### config.mk
export PLATFORM = sky130hd
export DESIGN_NAME = pwm_shadow_gen
export DESIGN_NICKNAME = d
export VERILOG_FILES = /design/src/rtl/pwmg_pkg.sv /design/src/rtl/pwmg_regfile.sv /design/src/rtl/pwmg_commit.sv /design/src/rtl/pwmg_channel.sv /design/src/rtl/pwm_shadow_gen.sv
export SDC_FILE = /design/constraint.sdc
export NUM_CORES = 2
export LEC_CHECK = 0
export BUFFER_PORTS_ARGS = -buffer_cell sky130_fd_sc_hd__buf_2
export CAP_MARGIN = 0
export CORE_UTILIZATION = 35
export CTS_CLUSTER_SIZE = 25
export DETAILED_ROUTE_END_ITERATION = 8
export SLEW_MARGIN = 20
export SYNTH_ARGS = -nofsm -noshare
export SYNTH_HDL_FRONTEND = slang
export SYNTH_SLANG_ARGS = --single-unit
### constraint.sdc
create_clock -name clk -period 8.65 [get_ports clk]
set_input_delay 1.2975 -clock clk [delete_from_list [all_inputs] [get_ports clk]]
set_output_delay 1.2975 -clock clk [all_outputs]
set_load 0.02 [all_outputs]
### src/rtl/pwmg_pkg.sv
package pwmg_pkg;

  localparam logic [31:0] MAGIC_WORD = 32'h601A3471;
  localparam logic [7:0]  VER_MAJOR  = 8'd1;

  localparam logic [15:0] A_VERSION  = 16'h0000;
  localparam logic [15:0] A_BUILD_ID = 16'h0004;
  localparam logic [15:0] A_SCRATCH  = 16'h0008;
  localparam logic [15:0] A_MAGIC    = 16'h000C;
  localparam logic [15:0] A_CONFIG   = 16'h0010;
  localparam logic [15:0] A_NCHAN    = 16'h0014;
  localparam logic [15:0] CHAN_BASE  = 16'h0040;
  localparam logic [15:0] CHAN_STEP  = 16'd12;

  typedef enum logic [1:0] {
    F_PER  = 2'd0,
    F_DUTY = 2'd1,
    F_OFF  = 2'd2,
    F_NONE = 2'd3
  } chan_field_e;

  typedef struct packed {
    logic        hit;
    logic [15:0] ch;
    chan_field_e fld;
  } chan_sel_t;

  // Map a byte address onto a channel slot and a field within it.
  function automatic chan_sel_t chan_decode(input logic [15:0] a, input int unsigned n_ch);
    chan_sel_t   s;
    logic [15:0] rel;
    logic [15:0] idx;
    logic [15:0] rem;
    rel   = a - CHAN_BASE;
    idx   = rel / CHAN_STEP;
    rem   = rel % CHAN_STEP;
    s.ch  = idx;
    s.fld = chan_field_e'(2'(rem >> 2));
    s.hit = (a >= CHAN_BASE) && (a[1:0] == 2'b00) && (32'(idx) < n_ch);
    return s;
  endfunction

  // Level of a running channel at count position pos.
  function automatic logic pwm_level(input logic [31:0] pos, input logic [31:0] per,
                                     input logic [31:0] duty);
    return (duty >= per) || (pos < duty);
  endfunction

endpackage

### src/rtl/pwmg_regfile.sv
module pwmg_regfile
  import pwmg_pkg::*;
#(
  parameter int unsigned N_CH      = 4,
  parameter int unsigned CNT_W     = 32,
  parameter int unsigned ADDR_W    = 8,
  parameter logic [31:0] ID_VALUE  = 32'h0000_0A5C,
  parameter logic [7:0]  VER_MINOR = 8'd2,
  parameter logic [7:0]  VER_PATCH = 8'd1
) (
  input  logic              clk,
  input  logic              rst_n,
  input  logic              wr_en,
  input  logic              rd_en,
  input  logic [ADDR_W-1:0] addr,
  input  logic [31:0]       wdata,
  output logic [31:0]       rdata,
  input  logic              commit,
  output logic              hold,
  output logic              load_pend,
  output logic              wr_load,
  output logic [CNT_W-1:0]  sh_per  [N_CH],
  output logic [CNT_W-1:0]  sh_duty [N_CH],
  output logic [CNT_W-1:0]  sh_off  [N_CH]
);

  localparam logic [31:0] VERSION_WORD = {8'h00, VER_MAJOR, VER_MINOR, VER_PATCH};

  logic [15:0] a16;
  chan_sel_t   sel;
  logic        is_cfg;
  logic [31:0] scratch;
  logic [31:0] rd_mux;

  assign a16     = 16'(addr);
  assign sel     = chan_decode(a16, N_CH);
  assign is_cfg  = (a16 == A_CONFIG);
  assign wr_load = wr_en && is_cfg && wdata[1];

  always_ff @(posedge clk or negedge rst_n) begin
    if (!rst_n) begin
      hold      <= 1'b1;
      load_pend <= 1'b0;
      scratch   <= '0;
    end else begin
      if (wr_en && is_cfg) hold <= wdata[0];
      if (wr_en && (a16 == A_SCRATCH)) scratch <= wdata;
      load_pend <= (load_pend && !commit) || wr_load;
    end
  end

  for (genvar c = 0; c < N_CH; c++) begin : g_shadow
    always_ff @(posedge clk or negedge rst_n) begin
      if (!rst_n) begin
        sh_per[c]  <= '0;
        sh_duty[c] <= '0;
        sh_off[c]  <= '0;
      end else if (wr_en && sel.hit && (sel.ch == 16'(c))) begin
        case (sel.fld)
          F_PER:   sh_per[c]  <= wdata[CNT_W-1:0];
          F_DUTY:  sh_duty[c] <= wdata[CNT_W-1:0];
          F_OFF:   sh_off[c]  <= wdata[CNT_W-1:0];
          default: ;
        endcase
      end
    end
  end

  always_comb begin
    rd_mux = '0;
    case (a16)
      A_VERSION:  rd_mux = VERSION_WORD;
      A_BUILD_ID: rd_mux = ID_VALUE;
      A_SCRATCH:  rd_mux = scratch;
      A_MAGIC:    rd_mux = MAGIC_WORD;
      A_CONFIG:   rd_mux = {30'd0, load_pend, hold};
      A_NCHAN:    rd_mux = 32'(N_CH);
      default: begin
        for (int c = 0; c < N_CH; c++) begin
          if (sel.hit && (sel.ch == 16'(c))) begin
            case (sel.fld)
              F_PER:   rd_mux = 32'(sh_per[c]);
              F_DUTY:  rd_mux = 32'(sh_duty[c]);
              F_OFF:   rd_mux = 32'(sh_off[c]);
              default: ;
            endcase
          end
        end
      end
    endcase
  end

  always_ff @(posedge clk or negedge rst_n) begin
    if (!rst_n)     rdata <= '0;
    else if (rd_en) rdata <= rd_mux;
  end

endmodule

### src/rtl/pwmg_commit.sv
module pwmg_commit #(
  parameter int unsigned N_CH = 4
) (
  input  logic            hold,
  input  logic            load_pend,
  input  logic [N_CH-1:0] chan_en,
  input  logic [N_CH-1:0] chan_wrap,
  output logic            commit
);

  logic boundary;
  logic found;

  // The lowest-numbered running channel sets the period boundary.
  always_comb begin
    boundary = 1'b1;
    found    = 1'b0;
    for (int i = 0; i < N_CH; i++) begin
      if (!found && chan_en[i]) begin
        found    = 1'b1;
        boundary = chan_wrap[i];
      end
    end
  end

  assign commit = load_pend && (hold || boundary);

endmodule

### src/rtl/pwmg_channel.sv
module pwmg_channel
  import pwmg_pkg::*;
#(
  parameter int unsigned CNT_W = 32
) (
  input  logic             clk,
  input  logic             rst_n,
  input  logic             hold,
  input  logic             commit,
  input  logic [CNT_W-1:0] sh_per,
  input  logic [CNT_W-1:0] sh_duty,
  input  logic [CNT_W-1:0] sh_off,
  output logic             chan_en,
  output logic             chan_wrap,
  output logic             pwm
);

  logic [CNT_W-1:0] a_per, a_duty, a_off;
  logic [CNT_W-1:0] cnt, dly;
  logic             at_end, running;

  assign at_end    = (cnt == a_per - 1'b1);
  assign chan_en   = (a_per != '0);
  assign running   = !hold && (dly == '0) && chan_en;
  assign chan_wrap = running && at_end;
  assign pwm       = running && pwm_level(32'(cnt), 32'(a_per), 32'(a_duty));

  always_ff @(posedge clk or negedge rst_n) begin
    if (!rst_n) begin
      a_per  <= '0;
      a_duty <= '0;
      a_off  <= '0;
      cnt    <= '0;
      dly    <= '0;
    end else begin
      if (commit) begin
        a_per  <= sh_per;
        a_duty <= sh_duty;
        a_off  <= sh_off;
      end
      if (hold || commit) begin
        cnt <= '0;
        dly <= commit ? sh_off : a_off;
      end else if (dly != '0) begin
        dly <= dly - 1'b1;
      end else if (chan_en) begin
        cnt <= at_end ? '0 : cnt + 1'b1;
      end
    end
  end

endmodule

### src/rtl/pwm_shadow_gen.sv
module pwm_shadow_gen #(
  parameter int unsigned N_CH      = 4,
  parameter int unsigned CNT_W     = 32,
  parameter int unsigned ADDR_W    = 8,
  parameter logic [31:0] ID_VALUE  = 32'h0000_0A5C,
  parameter logic [7:0]  VER_MINOR = 8'd2,
  parameter logic [7:0]  VER_PATCH = 8'd1
) (
  input  logic              clk,
  input  logic              rst_n,
  input  logic              bus_wr,
  input  logic              bus_rd,
  input  logic [ADDR_W-1:0] bus_addr,
  input  logic [31:0]       bus_wdata,
  output logic [31:0]       bus_rdata,
  output logic [N_CH-1:0]   pwm_out
);

  logic             core_hold;
  logic             load_pend;
  logic             wr_load;
  logic             commit;
  logic [N_CH-1:0]  chan_en;
  logic [N_CH-1:0]  chan_wrap;
  logic [CNT_W-1:0] sh_per  [N_CH];
  logic [CNT_W-1:0] sh_duty [N_CH];
  logic [CNT_W-1:0] sh_off  [N_CH];

  pwmg_regfile #(
    .N_CH(N_CH), .CNT_W(CNT_W), .ADDR_W(ADDR_W),
    .ID_VALUE(ID_VALUE), .VER_MINOR(VER_MINOR), .VER_PATCH(VER_PATCH)
  ) u_regs (
    .clk(clk), .rst_n(rst_n),
    .wr_en(bus_wr), .rd_en(bus_rd), .addr(bus_addr), .wdata(bus_wdata), .rdata(bus_rdata),
    .commit(commit), .hold(core_hold), .load_pend(load_pend), .wr_load(wr_load),
    .sh_per(sh_per), .sh_duty(sh_duty), .sh_off(sh_off)
  );

  pwmg_commit #(.N_CH(N_CH)) u_commit (
    .hold(core_hold), .load_pend(load_pend),
    .chan_en(chan_en), .chan_wrap(chan_wrap), .commit(commit)
  );

  for (genvar c = 0; c < N_CH; c++) begin : g_chan
    pwmg_channel #(.CNT_W(CNT_W)) u_ch (
      .clk(clk), .rst_n(rst_n), .hold(core_hold), .commit(commit),
      .sh_per(sh_per[c]), .sh_duty(sh_duty[c]), .sh_off(sh_off[c]),
      .chan_en(chan_en[c]), .chan_wrap(chan_wrap[c]), .pwm(pwm_out[c])
    );
  end

endmodule

==> PnR_summary.wiki <==
{| class="wikitable"
! Metric !! Value
|-
| Worst min-delay path startpoint || g_chan[1].u_ch.a_off[1]
|-
| Avg WL per Cell || approximately 25 um
|-
| CTS tree || done
|-
| Starting utilization of the core area || 0.3543
|-
| Met3 layer wire length in the routed design || roughly 16000 um
|-
| Count of unique library cells instantiated by Yosys || roughly 100
|-
| Failing checks || design-rule violations
|-
| Area of the placeable core || between 150000 and 200000 sq um
|-
| Min Clock Period, post-route || ~6 ns
|-
| Maximum number of pins on one net before global-route repair || 188
|-
| Cell at the root of the clock tree || clkbuf_16
|-
| Transition time at the pin with the least slew margin || approximately 1.1 ns
|-
| Arr. time, crit path || between 6 and 7 ns
|-
| Floorplan die height || around 420 um
|-
| Met2 routed WL || 95450 um
|-
| Worst reg2reg startpoint || g_chan[2].u_ch.a_per[0]
|-
| Most used flip-flop cell after synthesis || dfrtp_1
|-
| Via-to-Cell Ratio || around 5.7
|-
| CP Capture Type || flip-flop
|-
| Final-report setup violation count || 0
|-
| Slew HR || 0.2816
|-
| Cell internal pwr || approximately 9.5 mW
|-
| Share of the synthesized area in the top cell type || 0.4519
|-
| DRC violation total after the first TritonRoute iteration || a little over 5000
|-
| Leak Pwr || 31.39 nW
|-
| Hold Crit Endpoint || g_chan[1].u_ch.a_off[1]
|-
| Total standard cell area after synthesis || roughly 60000 sq um
|-
| Final standard cell utilization of the core || 0.3947
|-
| Total power draw || around 13 mW
|-
| Total grt overflow || 0
|-
| Highest-count cells in the layout ignoring fill and taps || dfrtp_1 (1089), nand2_1 (878), mux2_2 (413)
|-
| Worst Hold Class || reg -> reg
|-
| Post-CTS clock slew at the launch and capture registers of the worst setup and hold paths || ~0.06 ns
|-
| Net switching power || roughly 3.9 mW
|-
| Part of the power in registers || 0.443
|-
| Max H-tree Level || 3
|-
| Number of buffers created by CTS || 121
|-
| Total cell area at the placement stage || roughly 63000 sq um
|-
| Depth of the worst register-to-register path || 11
|-
| Async set-reset flop share out of synthesis || 1.000
|-
| End of the worst register-to-register path || g_chan[2].u_ch.a_per[1]
|-
| Number of core rows || roughly 150
|-
| Minimum hold slack || between 0.4 and 0.5 ns
|-
| Setup Fix Bufs, Post-CTS || 0
|-
| Part of the total power dissipated in the clock network || 0.425
|-
| Layout net count || about 6500
|-
| Initial antenna violation count || 22
|-
| Largest cells by area after synthesis || dfrtp_1 (45%), mux2_2 (7.7%), ha_1 (5.5%), nand2_1 (5.5%), xnor2_1 (2.8%)
|-
| Fraction of power spent switching nets || 0.2887
|-
| Net count after synthesis || about 6600
|-
| Peak fanout along the critical path || 119
|-
| Status || finished, violations left
|-
| Share of the yosys chip area belonging to registers || 0.4523
|-
| Post-detailed-placement half-perimeter wirelength || between 150000 and 200000 um
|-
| Drt pass-1 iters || 9
|-
| Post-cts repair resize count || 0
|-
| Clock latency of the later-clocked register in the worst-skew pair || around 0.79 ns
|-
| Total Routed Length || 214600 um
|-
| Power density over the cells || between 150 and 200 nW/um^2
|-
| Vias || between 40000 and 50000
|-
| Hold violation count in the final report || 0
|-
| Cell depth of the worst min-delay path || 2
|-
| Final Instance Area || 67180 sq um
|-
| Topmost layer with routed signal wires || met4
|-
| Ports || 80
|-
| Routed Antenna Nets || 0
|-
| Yosys warning total || 0
|-
| Yosys top cell by area || dfrtp_1
|-
| Die footprint || roughly 170000 sq um
|-
| Most common library cell in the layout ignoring fill and taps || dfrtp_1
|-
| Number of pins exceeding their max-slew limit in the final report || 0
|-
| Detailed-routing wirelength on met1 || ~92000 um
|-
| Max clock buf depth || 3
|-
| Area growth syn-to-layout || 11.40%
|-
| Crit share post-route || 0.7076
|-
| Number of input and output port buffers inserted || 79
|-
| GR Util All Layers || 0.2431
|-
| Portion of total power attributed to combinational logic || 0.132
|-
| Wire length of the first global-routing pass || between 300000 and 400000 um
|-
| Routability congestion estimate from global placement || roughly 1
|-
| Fmax achieved || between 0.15 and 0.2 GHz
|-
| Average size of a mapped cell || between 9 and 10 sq um
|-
| Number of storage elements in the synthesis netlist || around 1100
|-
| Post-Synthesis Cells || 6295
|-
| Number of clock sinks || between 1000 and 1500
|-
| Via count of the first global-routing pass || between 40000 and 50000
|-
| Max_cap viols || 0
|-
| Final clock skew || between 0.05 and 0.06 ns
|-
| Setup CP Type || reg -> reg
|-
| Number of enable flip-flop cells after synthesis || 0
|-
| Minimum setup slack among reg-to-reg paths || between 2 and 3 ns
|-
| Residual DRC count || 28
|-
| Sum of negative setup slack || 0 ns
|-
| Post-cts hold buffer count || 0
|-
| CP Data Required Time || around 9.3 ns
|-
| IR Drop Worst-Case VDD || 204.3 uV
|-
| Kind of start point of the critical path || flip-flop
|-
| Die boundary width || roughly 420 um
|-
| Layout cells sized above 1 || 0.1379
|-
| Unrepaired setup endpoints after global routing || false
|}
cell usage after synthesis, types with 79 or more instances:
library cell     n
nor2_1         397
xnor2_1        195
nor3_1         161
nand2_1        879
clkbuf_1       245
dfrtp_1       1089
o21ai_0        287
xor2_1         163
a21oi_1        319
nand4_1         83
nand3_1        116
a21o_1          79
ha_1           267
inv_1          292
mux2_2         413
o21ai_1        213
layer usage:
| layer | global-route usage | up-vias |
|---|---|---|
| met5 | 0 | - |
| met3 | 0.04123 | 427 |
| met4 | 0.1153 | 0 |
| met1 | 0.3342 | 24832 |
| met2 | 0.3705 | 1887 |
| li1 | - | 22190 |
worst max-delay path by stage:
stage,from,to,slack [ns],depth (start not counted)
2_1_floorplan,bus_addr[6],u_regs.sh_off[67],3.87,15
3_3_place_gp,bus_addr[6],u_regs.sh_off[87],2.03,11
3_5_place_dp,bus_addr[6],u_regs.sh_off[81],1.93,11
4_1_cts,g_chan[2].u_ch.a_per[0],g_chan[2].u_ch.a_per[1],2.70,11
5_1_grt,g_chan[2].u_ch.a_per[0],g_chan[2].u_ch.a_per[1],2.32,11
6_report,g_chan[2].u_ch.a_per[0],g_chan[2].u_ch.a_per[1],2.53,11
state kept, by name, indices dropped and copies added (netlist names):
name,count
g_chan.u_ch.cnt,128
u_regs.load_pend,1
u_regs.sh_per,128
u_regs.sh_off,128
g_chan.u_ch.a_duty,128
g_chan.u_ch.a_off,128
u_regs.scratch,32
u_regs.rdata,32
u_regs.sh_duty,128
g_chan.u_ch.dly,128
u_regs.hold,1
g_chan.u_ch.a_per,128
critical path: stages (launching register included):
cell and delay [ns]:
dfrtp_1 0.43, inv_1 0.10, ha_1 0.46, or4b_2 0.62, nor4_1 0.56, and4b_1 0.91
nor4bb_1 0.45, a311o_1 0.54, o221a_4 0.93, buf_12 0.46, nand2_1 0.19, o21ai_0 0.14
cells by family (layout without fill, tap and decap cells):
family / after synthesis / in the layout / share of synthesized area
compound gates: 1362 / 1362 / 0.1430
xor+xnor: 358 / 358 / 0.05199
simple gates: 2108 / 2108 / 0.1670
fa+ha+maj: 267 / 267 / 0.05539
mux: 448 / 448 / 0.08313
flops: 1090 / 1090 / 0.4523
other cells: 0 / 9 / 0
buf+inv: 662 / 684 / 0.04722
stage by stage:
step | worst slack (ns) | cells
floorplan | 3.868 | 6295
global placement | 2.032 | 8384
detailed placement | 1.927 | 8384
CTS | 2.703 | 8610
global route | 2.324 | 8616
finish | 2.529 | 8621
power by group through the flow:
stage	clock (mW)	combinational (mW)	sequential [mW]
final	5.69	1.76	5.94
after detailed placement	0	1.74	6.01
after global placement	0	1.70	6.01
after CTS	5.77	1.75	5.92
after floorplan	0	1.19	5.81
after global routing	5.95	1.95	5.97
layout make-up:
type	instances	area, sq um
diodes	9	22.52
clock buffers	163	3327
clock inverters	63	1037
fillers	16730	103000
inverters	293	1100
multi-input cells	4543	30290
flip-flops and latches	1090	27280
well taps	2295	2872
repair buffers	165	1254
Note: power is estimated with default switching activity, not from simulation.
